--- src/rtl/sched_pkg.sv ---
package sched_pkg;
  typedef enum logic [1:0] {
    ST_IDLE = 2'd0,
    ST_PROC = 2'd1,
    ST_DISP = 2'd2
  } sched_st_t;
endpackage

--- src/rtl/rate_gate.sv ---
module rate_gate #(
  parameter int FPS_IN  = 30,
  parameter int FPS_MAX = 15,
  parameter int FPS_W   = 5
) (
  input  logic             clk,
  input  logic             rst,
  input  logic             sof,
  input  logic             idle,
  input  logic [FPS_W-1:0] req,
  output logic             grant
);
  localparam int IDX_W = $clog2(FPS_IN);

  logic [IDX_W-1:0] idx;
  logic [FPS_W-1:0] used;
  logic [FPS_W-1:0] cap;
  logic [FPS_W-1:0] base;

  // budget for the second: requested rate clipped at the ceiling
  assign cap   = (req > FPS_W'(FPS_MAX)) ? FPS_W'(FPS_MAX) : req;
  // frame 0 opens a fresh second
  assign base  = (idx == '0) ? '0 : used;
  assign grant = sof && idle && (base < cap);

  always_ff @(posedge clk) begin
    if (rst) begin
      idx  <= '0;
      used <= '0;
    end else if (sof) begin
      idx  <= (idx == IDX_W'(FPS_IN - 1)) ? '0 : idx + 1'b1;
      used <= base + (grant ? FPS_W'(1) : FPS_W'(0));
    end
  end

  p_budget_cap_r9: assert property (@(posedge clk) disable iff (rst)
    used <= FPS_W'(FPS_MAX));
  p_second_restart_r8: assert property (@(posedge clk) disable iff (rst)
    (sof && idx == '0) |=> used <= FPS_W'(1));
endmodule

--- src/rtl/addr_walker.sv ---
module addr_walker #(
  parameter int COLS        = 640,
  parameter int FIELD_LINES = 240,
  parameter int COL_W       = 10,
  parameter int LINE_W      = 8
) (
  input  logic              clk,
  input  logic              rst,
  input  logic              clear,
  input  logic              adv,
  output logic              fld,
  output logic [LINE_W-1:0] line,
  output logic [COL_W-1:0]  col,
  output logic              at_end
);
  localparam logic [COL_W-1:0]  LAST_COL  = COL_W'(COLS - 2);
  localparam logic [LINE_W-1:0] LAST_LINE = LINE_W'(FIELD_LINES - 1);

  assign at_end = fld && (line == LAST_LINE) && (col == LAST_COL);

  always_ff @(posedge clk) begin
    if (rst || clear) begin
      fld  <= 1'b0;
      line <= '0;
      col  <= '0;
    end else if (adv) begin
      if (col == LAST_COL) begin
        col <= '0;
        if (line == LAST_LINE) begin
          line <= '0;
          fld  <= ~fld;
        end else begin
          line <= line + 1'b1;
        end
      end else begin
        col <= col + COL_W'(2);
      end
    end
  end

  p_addr_range_r3: assert property (@(posedge clk) disable iff (rst)
    (col < COL_W'(COLS)) && (line < LINE_W'(FIELD_LINES)));
endmodule

--- src/rtl/frame_sched.sv ---
module frame_sched #(
  parameter int COLS        = 640,
  parameter int FIELD_LINES = 240,
  parameter int COL_W       = 10,
  parameter int LINE_W      = 8,
  parameter int FPS_IN      = 30,
  parameter int FPS_MAX     = 15,
  parameter int FPS_W       = 5,
  localparam int ADDR_W     = 1 + LINE_W + COL_W
) (
  input  logic              clk,
  input  logic              rst,
  input  logic              frame_sof,
  input  logic [FPS_W-1:0]  req_fps,
  output logic [ADDR_W-1:0] mem_addr,
  output logic              mem_rd,
  output logic              mem_wr,
  output logic              proc_en,
  output logic              enc_en,
  output logic [1:0]        sched_state
);
  import sched_pkg::*;

  sched_st_t   st, st_n;
  logic        phase, phase_n;
  logic        clr, adv, grant, at_end;
  logic        fld;
  logic [LINE_W-1:0] line;
  logic [COL_W-1:0]  col;

  rate_gate #(.FPS_IN(FPS_IN), .FPS_MAX(FPS_MAX), .FPS_W(FPS_W)) u_gate (
    .clk(clk), .rst(rst), .sof(frame_sof), .idle(st == ST_IDLE),
    .req(req_fps), .grant(grant)
  );

  addr_walker #(.COLS(COLS), .FIELD_LINES(FIELD_LINES), .COL_W(COL_W),
                .LINE_W(LINE_W)) u_walk (
    .clk(clk), .rst(rst), .clear(clr), .adv(adv),
    .fld(fld), .line(line), .col(col), .at_end(at_end)
  );

  always_comb begin
    st_n    = st;
    phase_n = phase;
    clr     = 1'b0;
    adv     = 1'b0;
    case (st)
      ST_IDLE: if (grant) begin
        st_n    = ST_PROC;
        phase_n = 1'b0;
        clr     = 1'b1;
      end
      ST_PROC: if (!phase) begin
        phase_n = 1'b1;
      end else begin
        phase_n = 1'b0;
        if (at_end) begin
          st_n = ST_DISP;
          clr  = 1'b1;
        end else begin
          adv = 1'b1;
        end
      end
      ST_DISP: if (at_end) begin
        st_n = ST_IDLE;
        clr  = 1'b1;
      end else begin
        adv = 1'b1;
      end
      default: begin
        st_n    = ST_IDLE;
        phase_n = 1'b0;
        clr     = 1'b1;
      end
    endcase
  end

  always_ff @(posedge clk) begin
    if (rst) begin
      st      <= ST_IDLE;
      phase   <= 1'b0;
      mem_rd  <= 1'b0;
      mem_wr  <= 1'b0;
      proc_en <= 1'b0;
      enc_en  <= 1'b0;
    end else begin
      st      <= st_n;
      phase   <= phase_n;
      mem_rd  <= ((st_n == ST_PROC) && !phase_n) || (st_n == ST_DISP);
      mem_wr  <= (st_n == ST_PROC) && phase_n;
      proc_en <= (st_n == ST_PROC);
      enc_en  <= (st_n == ST_DISP);
    end
  end

  assign mem_addr    = {fld, line, col};
  assign sched_state = st;

  p_idle_quiet_r2: assert property (@(posedge clk) disable iff (rst)
    (st == ST_IDLE) |-> !(mem_rd || mem_wr || proc_en || enc_en));
  p_one_path_r2: assert property (@(posedge clk) disable iff (rst)
    !(proc_en && enc_en));
  p_wr_after_rd_r4: assert property (@(posedge clk) disable iff (rst)
    mem_wr |-> ($past(mem_rd) && $stable(mem_addr)));
  p_disp_read_only_r5: assert property (@(posedge clk) disable iff (rst)
    enc_en |-> (mem_rd && !mem_wr));
  p_start_r6: assert property (@(posedge clk) disable iff (rst)
    ((st == ST_IDLE) && grant) |=> (proc_en && mem_addr == '0));
  p_busy_ignore_r7: assert property (@(posedge clk) disable iff (rst)
    ((st == ST_PROC) && frame_sof) |=> (st != ST_IDLE));
endmodule

--- config.mk ---
export PLATFORM = sky130hd
export DESIGN_NAME = frame_sched
export DESIGN_NICKNAME = d
export VERILOG_FILES = /design/src/rtl/sched_pkg.sv /design/src/rtl/rate_gate.sv /design/src/rtl/addr_walker.sv /design/src/rtl/frame_sched.sv
export SDC_FILE = /design/constraint.sdc
export NUM_CORES = 1
export LEC_CHECK = 0
export BUFFER_PORTS_ARGS = -buffer_cell sky130_fd_sc_hd__buf_2
export CORE_ASPECT_RATIO = 1.1
export CORE_MARGIN = 1.5
export CORE_UTILIZATION = 35
export CTS_BUF_LIST = sky130_fd_sc_hd__clkbuf_16
export DETAILED_ROUTE_END_ITERATION = 6
export GPL_TIMING_DRIVEN = 0
export SYNTH_ARGS = -nofsm -noshare
export SYNTH_HDL_FRONTEND = slang
export SYNTH_SLANG_ARGS = --single-unit
--- constraint.sdc ---
create_clock -name clk -period 5.9 [get_ports clk]
set_clock_uncertainty 0.05 [all_clocks]
set_input_delay 0.295 -clock clk [delete_from_list [all_inputs] [get_ports clk]]
set_output_delay 0.295 -clock clk [all_outputs]
set_load 0.1 [all_outputs]
Word level (Yosys, flattened, before mapping)

Cells that the tools add are included.

Reduce and logical (&&, ||, !) cells: 13
$add $sub $neg: 4
Bitwise operators: 1
Order comparisons: 2
Mux-type cells: 21
Eq/ne operators: 7

Operators by type and width:

| kind                  | number |
|---|---|
| $mux 5                | 3 |
| $add 10x2->10 const B | 1 |
| $eq 10x10->1 const B  | 1 |
| $mux 10               | 1 |
| $add 8x1->8 const B   | 1 |
| $eq 8x8->1 const B    | 1 |
| $mux 1                | 8 |
| $mux 2                | 4 |
| $mux 8                | 1 |
| $logic_and 1x1->1     | 6 |
| $pmux 1 s3            | 2 |
| $pmux 2 s3            | 1 |
| $add 5x1->5 const B   | 1 |
| $add 5x5->5           | 1 |
| $eq 5x5->1 const B    | 1 |
| $gt 5x4->1 const B    | 1 |
| $logic_not 5->1       | 1 |
| $lt 5x5->1            | 1 |
| $eq 2x1->1 const B    | 2 |
| $eq 2x2->1 const B    | 2 |
| $reduce_and 3->1      | 1 |
| $logic_not 2->1       | 1 |
| $logic_or 1x1->1      | 2 |
| $pmux 1 s2            | 1 |
| 3 further kinds       | 3 |

Input port bits: 8
Register bits after elaboration: 36
Logic and storage cells: 59
Output and inout port bits: 25

Logic depth before layout (Yosys ltp)

Gate-level depths: netlist of the first run.

Depth after elaboration: 9
Gate-level depth with buffers: 14
Gate-level depth less buffers: 14

Cells and area by module

A second synthesis of the first run with hierarchy kept.

Cells, all modules: 225
Area, all modules: 1956.9 µm²

By module, submodules not included:

| module      | seq. area each (µm²) | times used | cells each | area an instance (µm²) |
|---|---|---|---|---|
| addr_walker | 360.3                | 1          | 108        | 882.1 |
| rate_gate   | 200.2                | 1          | 77         | 675.6 |
| frame_sched | 140.1                | 1          | 40         | 399.1 |

Least setup slack after synthesis of the first run

No wires, ideal clock.

Path kind: reg2reg
Start point: register u_gate.idx[0]
End point: register u_gate.used[4]
Cell stages (with the launch flop): 15
Data required time: 5.735 ns
Buffers on the path: 0
Data arrival time: 2.760 ns
Clock period less this slack: 2.925 ns
Path slack: 2.975 ns
Setup time: 0.115 ns
Cell sequence: dfxtp_1 inv_1 ha_1 or4b_4 and2_1 ha_1 nand2_1 o211ai_1 nor2_4 ha_1 ha_1 and3_1 nor3b_1 a21oi_1 nor2_1

Longest elaborated chain between the ends: 6

RTL lines:

| what                   | line            | RTL |
|---|---|---|
| start, declared        | rate_gate.sv:15 | `logic [IDX_W-1:0] idx;` |
| start signal, assigned | rate_gate.sv:31 | `idx <= (idx == IDX_W'(FPS_IN - 1)) ? '0 : idx + 1'b1;` |
| $logic_not 5->1 (*)    | rate_gate.sv:23 | `assign base = (idx == '0) ? '0 : used;` |
| $mux 5 (*)             | rate_gate.sv:23 |  |
| $lt 5x5->1             | rate_gate.sv:24 | `assign grant = sof && idle && (base < cap);` |
| $logic_and 1x1->1      | rate_gate.sv:24 |  |
| $mux 1                 | rate_gate.sv:32 | `used <= base + (grant ? FPS_W'(1) : FPS_W'(0));` |
| $add 5x5->5 (*)        | rate_gate.sv:32 |  |
| end signal, assigned   | rate_gate.sv:32 |  |
| end, declared          | rate_gate.sv:16 | `logic [FPS_W-1:0] used;` |

Mark *: on every way between the ends. The rest lies on a longest branch, timed or not.
A chain may end at the register's enable or synchronous reset.

Worst setup path after layout of the first run

Start point: register u_gate.idx[1]
End point: register u_gate.used[4]

Same word-level chain as after synthesis.

==> results of run 1 <==
==> kinds of logic (layout without fill, tap and decap cells) <==
| group | count (synthesis) | in the layout |
|---|---|---|
| flops | 35 | 35 |
| fa+ha+maj | 15 | 15 |
| buf+inv | 12 | 50 |
| other cells | 2 | 2 |
| xor+xnor | 18 | 18 |
| mux | 3 | 3 |
| compound gates | 23 | 23 |
| simple gates | 113 | 113 |
==> power groups by stage <==
stage               clock network [mW]  registers (mW)  logic, mW
global placement                     0           0.251     0.0692
CTS                              0.251           0.246     0.0704
global route                     0.263           0.247     0.0765
finish                           0.246           0.246     0.0694
floorplan                            0           0.268     0.0376
detailed placement                   0           0.251     0.0701
==> metrics by stage <==
stage          std cells  total power, mW  worst slack (ns)  utilization [%]  cell area, um2
5_1_grt              334            0.586              2.56             43.8            2390
3_5_place_dp         326            0.321              2.72             41.3            2260
6_report             334            0.561              2.72             43.8            2390
3_3_place_gp         326            0.320              2.75             41.3            2260
2_1_floorplan        221            0.306              2.98                -            2010
4_1_cts              334            0.568              2.71             43.8            2390
==> Yosys cell counts, types with 2 or more instances <==
cell      count
a21oi_1       6
and2_1        8
and3_1        3
and4_1        4
buf_4         3
conb_1        2
dfxtp_1      35
ha_1         15
inv_1         8
mux2i_1       3
nand2_1      16
nand2b_1      3
nand3_1       9
nand4_1       7
nor2_1       35
nor3_4        2
nor3b_1       3
nor4_1        2
nor4b_1       2
o21ai_0       4
or2_2         2
xnor2_1       5
xor2_1       13
==> worst max path at each step <==
stage                       start              to  cells after the start
global route        u_gate.idx[1]  u_gate.used[4]                     14
finish              u_gate.idx[1]  u_gate.used[4]                     14
floorplan           u_gate.idx[0]  u_gate.used[4]                     14
CTS                 u_gate.idx[1]  u_gate.used[4]                     14
global placement    u_gate.idx[0]  u_gate.used[4]                     14
detailed placement  u_gate.idx[1]  u_gate.used[4]                     14
==> flip-flops by register name, summed over array words and instances (netlist names) <==
name / count
sched_state: 2
proc_en: 1
u_gate.idx: 5
u_walk.col: 9
u_gate.used: 5
mem_wr: 1
phase: 1
u_walk.line: 8
u_walk.fld: 1
mem_rd: 1
enc_en: 1
==> cell type report <==
cell class	instances	area, um2	share of cell area (%)
multi-input combinational	174	1260	52.5
timing repair buffer	30	150	6.27
tap	75	93.8	3.92
sequential	35	701	29.3
clock buffer	5	125	5.23
inverter	8	30.0	1.25
buffer	4	26.3	1.10
clock inverter	3	11.3	0.470
==> critical path: stages (launching register included) <==
cell and delay [ns]:
dfxtp_1 0.33, inv_1 0.10, ha_1 0.16, or4b_4 0.51
and2_1 0.21, ha_1 0.29, a21oi_1 0.07, o211ai_1 0.32
nor2_4 0.08, ha_1 0.23, ha_1 0.23, and3_1 0.19
nor3b_1 0.13, a21oi_1 0.12, nor2_1 0.05
==> layer usage <==
| layer | part of all wire (%) | GRT usage [%] |
|---|---|---|
| met4 | 1.8 | 5.54 |
| met1 | 49 | 16.8 |
| met2 | 47 | 22.5 |
| met5 | 0 | 0 |
| met3 | 2.8 | 3.40 |
==> metrics.txt, run 1 <==
status=complete, no violations; final hold vios=0; Routed wire per std cell=11.7 um; Worst Reg-to-Reg Cells=14; Synth cell types=between 50 and 60; pin count of the biggest net entering global routing=11; Seq/Total Area, Yosys=34.8%; first-pass GRT wire length=between 6 and 7 mm; hold path startpoint=rst; MaxCap Viol Count=0; CTS tree=built; # setup viols final=0; # DRC=0; synth-to-layout area growth=18.9%; IO buf count=30; syn avg cell area=between 9 and 10 um2; diode count=0; share of post-route cells with drive strength above 1=22.4%; async set-reset flop share out of synthesis=0%; cell taking the most area after synthesis=dfxtp_1; postcts setup bufs=0; unrepaired setup endpoints after global routing=no; top cell type's share of synthesized area=34.8%; cts hold-fix bufs=0; worst slew pin tran=0.589 ns; global placement routability congestion=about 0.75; Starting Density=between 30% and 40%; H-tree Lvls=2; sequential power share=a little over two fifths; Int Pwr=slightly above 0.4 mW; CTS Root Cell=clkbuf_16; vias in the first global route=between 1000 and 1500; RR Endpoint=u_gate.used[4]; worst path arrival time=roughly 3.3 ns; Worst Path Required=around 6.0 ns; peak supply drop=around 0.19 mV; via count=1597; worst min path class=in -> reg; 1st-pass router iterations=4; Critical Path Start Type=register; switching power=0.147 mW; Worst Path Max Fanout=7; final worst path period share=a little over half; drt total wl=between 3 and 4 mm; fin crit period=approximately 3.2 ns; Cells after Synth=roughly 220; Synth Area in XOR/XNOR=roughly 7.8%; GRT Residual Overflow=0; Syn Nets=around 240; Worst Hold Slack=about 0.24 ns; num ports=33; Clk pwr share=43.8%; Syn. warnings=0; All-Layer GR Usage=between 10% and 20%; TNS Setup=0 ns; largest family of logic cells by synthesized area=simple AND/OR/NAND/NOR gates; top cells by area, synth=dfxtp_1, ha_1, nor2_1; hold path depth=2; fmax=roughly 310 MHz; WS Path Type=reg -> reg; Comb pwr share=12.4%; Die Wd=roughly 75 um; Final ANT Viol Nets=0; Synth Area in Simple Gates=between 30% and 40%; Reg2Reg Setup Slack=between 2 and 3 ns; Worst-path clk slew=0.05 ns; Site Rows=28; static leakage=roughly 1.1 nW; die area=between 6000 and 7000 um2; switching part of the total power=roughly a quarter; crit path capture type=register; ys flop type=dfxtp_1; Core Region=between 5000 and 6000 um2; Fillers=551; FF+latch count, synth=35; Power Density=234 nW/um2; EDFF count, synth=0; WHS Endpoint=u_gate.used[2]; Worst slew margin=slightly above 60%; mux contribution to synthesized area=1.49%; DRT iter0 DRCs=48; Synth Area in Compound Gates=around a tenth; clk sinks=35; commonest cells after routing, fill and taps aside=nor2_1, dfxtp_1, buf_2; CTS Buf Count=5; drt via density=roughly 4.8; nets@finish=281; Max Root-Sink Buffers=2; Die H=around 83 um; clk_lat worst skew=approximately 0.27 ns; initial antenna violation count=0; RR Startpoint=u_gate.idx[1]; dpl hpwl=~3 mm; cell area after synthesis=around 2000 um2; Post-CTS Resized=0; Slew Viols, Final=0; Post-Synth Adder-Cell Area=a little under a tenth
(Power assumes the default switching activity.)
==> run 2, diff against run 1 <==
Clock period 5.9 ns to 3.1 ns, I/O delays scaled along.
==> run 2 against run 1 <==
Against the previous run:
- power grew 93%
- design area grew 4.0%
- cell count grew 1.2%
- sequential power grew 91%
- first-iteration DRC count shrank 44%
- worst setup slack lost 2.6 ns
- maximum frequency grew 6.5%
- critical endpoint unchanged
==> metrics.txt, run 2 (same netlist as run 1, synthesis figures left out) <==
vias in the first global route=1485 (+2.3%); Slew Viols, Final=0 (unchanged); Fillers=546 (-0.91%); crit path cell chain=inv_1 -> ha_1 -> or4b_4 -> and2_4 -> ha_1 -> and4_1 -> o211a_4 -> nor2_4 -> ha_4 -> ha_4 -> and3_1 -> o21ai_0 -> a21oi_1 -> nor2_1; WS Path Type=reg -> reg; fin crit period=2.99 ns (-0.194 ns); Core Region=5470 um2 (unchanged); Max Root-Sink Buffers=2 (unchanged); Worst Path Required=3.22 ns (-2.80 ns); GRT Residual Overflow=0 (unchanged); share of post-route cells with drive strength above 1=27.4% (+5.0 points); crit path capture type=register; drt via density=4.80 (+0.49%); Starting Density=36.8% (unchanged); cts hold-fix bufs=0 (unchanged); Die H=82.5 um (unchanged); num ports=33 (unchanged); peak supply drop=0.359 mV (+89%); die area=6220 um2 (unchanged); dpl hpwl=3.02 mm (unchanged); IO buf count=30 (unchanged); most flop-heavy register=u_walk.col; Worst Path Max Fanout=6 (-1); CP max stage cell=or4b_4; final worst path period share=96.3% (+42 points); clk sinks=35 (unchanged); # setup viols final=0 (unchanged); commonest cells after routing, fill and taps aside=nor2_1, dfxtp_1, buf_2; Crit path max-delay family=simple AND/OR/NAND/NOR gates; Power Density=434 nW/um2 (+85%); unrepaired setup endpoints after global routing=no; number of buffer and inverter stages on the critical path=1 (unchanged); total power=1.08 mW (+93%); drt total wl=4.04 mm (+3.1%); CTS Buf Count=5 (unchanged); nets@finish=285 (+1.4%); Worst-path clk slew=0.05 ns (about the same); hold path depth=2 (unchanged); max reg flops=9 (unchanged); Routed wire per std cell=11.9 um (+1.9%); MaxCap Viol Count=0 (unchanged); H-tree Lvls=2 (unchanged); via count=1624 (+1.7%); 1st-pass router iterations=4 (unchanged); DRT iter0 DRCs=27 (-44%); worst path arrival time=3.11 ns (-0.19 ns); global placement routability congestion=0.745 (unchanged); synth-to-layout area growth=23.6%; All-Layer GR Usage=13.9% (+0.28 points); initial antenna violation count=0 (unchanged); Site Rows=28 (unchanged); most common cell after layout, fill and taps aside=nor2_1; status=complete, no violations; Worst slew margin=60.4% (about the same); Final ANT Viol Nets=0 (unchanged); CTS tree=built; worst min path class=in -> reg; diode count=0 (unchanged); Die Wd=75.3 um (unchanged); CTS Root Cell=clkbuf_16; final hold vios=0 (unchanged); Worst Reg-to-Reg Cells=14 (unchanged); worst slew pin tran=0.589 ns (+0.000382 ns); first-pass GRT wire length=6.59 mm (+2.3%); Top Registers=u_walk.col x9, u_walk.line x8; number of stages on the worst setup path=14 (unchanged); # DRC=0 (unchanged); static leakage=1.09 nW (+3.6%); Critical Path Start Type=register; Largest stage delay, worst path=0.51 ns (about the same); fmax=335 MHz (+6.5%); clk_lat worst skew=0.28 ns (about the same); Worst Hold Slack=0.0949 ns (-0.146 ns); pin count of the biggest net entering global routing=11 (unchanged)
==> run 2: path summary, 6_finish.rpt <==
check / end / start / slack (ns)
max: u_gate.used[4] / u_gate.idx[0] / 0.11
min: u_gate.idx[0] / rst / 0.09
max reg2reg: u_gate.used[4] / u_gate.idx[0] / 0.11
min reg2reg: u_walk.line[1] / u_walk.line[1] / 0.46
==> run 2: report_power, final <==
| group | internal (mW) | leakage [nW] | switching [mW] |
|---|---|---|---|
| sequential | 0.460 | 0.284 | 0.00863 |
| clock | 0.289 | 0.0701 | 0.179 |
| combinational | 0.0470 | 0.734 | 0.0972 |
| total | 0.796 | 1.09 | 0.285 |
==> run 2: final cells by class <==
type	count	area [um2]	share of cell area [%]
multi-input cells	174	1320	52.9
inverters	8	30.0	1.21
clock inverters	3	11.3	0.452
repair buffers	34	180	7.24
clock buffers	5	125	5.03
flip-flops and latches	35	706	28.4
well taps	75	93.8	3.77
plain buffers	4	26.3	1.06
==> run 2: layer usage <==
| metal | track usage, % | up-vias | wire length [um] |
|---|---|---|---|
| met5 | 0 | - | 0 |
| met4 | 5.54 | 0 | 101 |
| met3 | 3.40 | 11 | 105 |
| met2 | 23.2 | 28 | 1920 |
| met1 | 17.1 | 731 | 1910 |
| li1 | - | 854 | - |
==> run 2: worst register-to-register path, stage by stage (launching register included) <==
cell and delay, ns:
dfxtp_4 0.36, inv_1 0.05, ha_1 0.15, or4b_4 0.51, and2_4 0.18, ha_1 0.29, and4_1 0.21, o211a_4 0.16
nor2_4 0.16, ha_4 0.17, ha_4 0.14, and3_1 0.16, o21ai_0 0.08, a21oi_1 0.18, nor2_1 0.05
==> run 2: stage by stage <==
step           utilization (%)  instances  TNS (ns)  setup slack, ns  instance area, um2
2_1_floorplan                -        221         0            0.175                2010
3_3_place_gp              41.3        326   -0.0498          -0.0498                2260
3_5_place_dp              41.3        326   -0.0783          -0.0783                2260
4_1_cts                   44.3        337         0          0.00213                2420
5_1_grt                   45.5        338         0          0.00580                2490
6_report                  45.5        338         0            0.114                2490
==> run 2: repair_timing <==
action | 4_1_cts | 5_1_grt
buffers inserted | 3 | 1
gates resized for setup | 2 | 12
pin swaps | 4 | 5
setup endpoints to repair | 1 | 17
hold endpoints to repair | 0 | 0
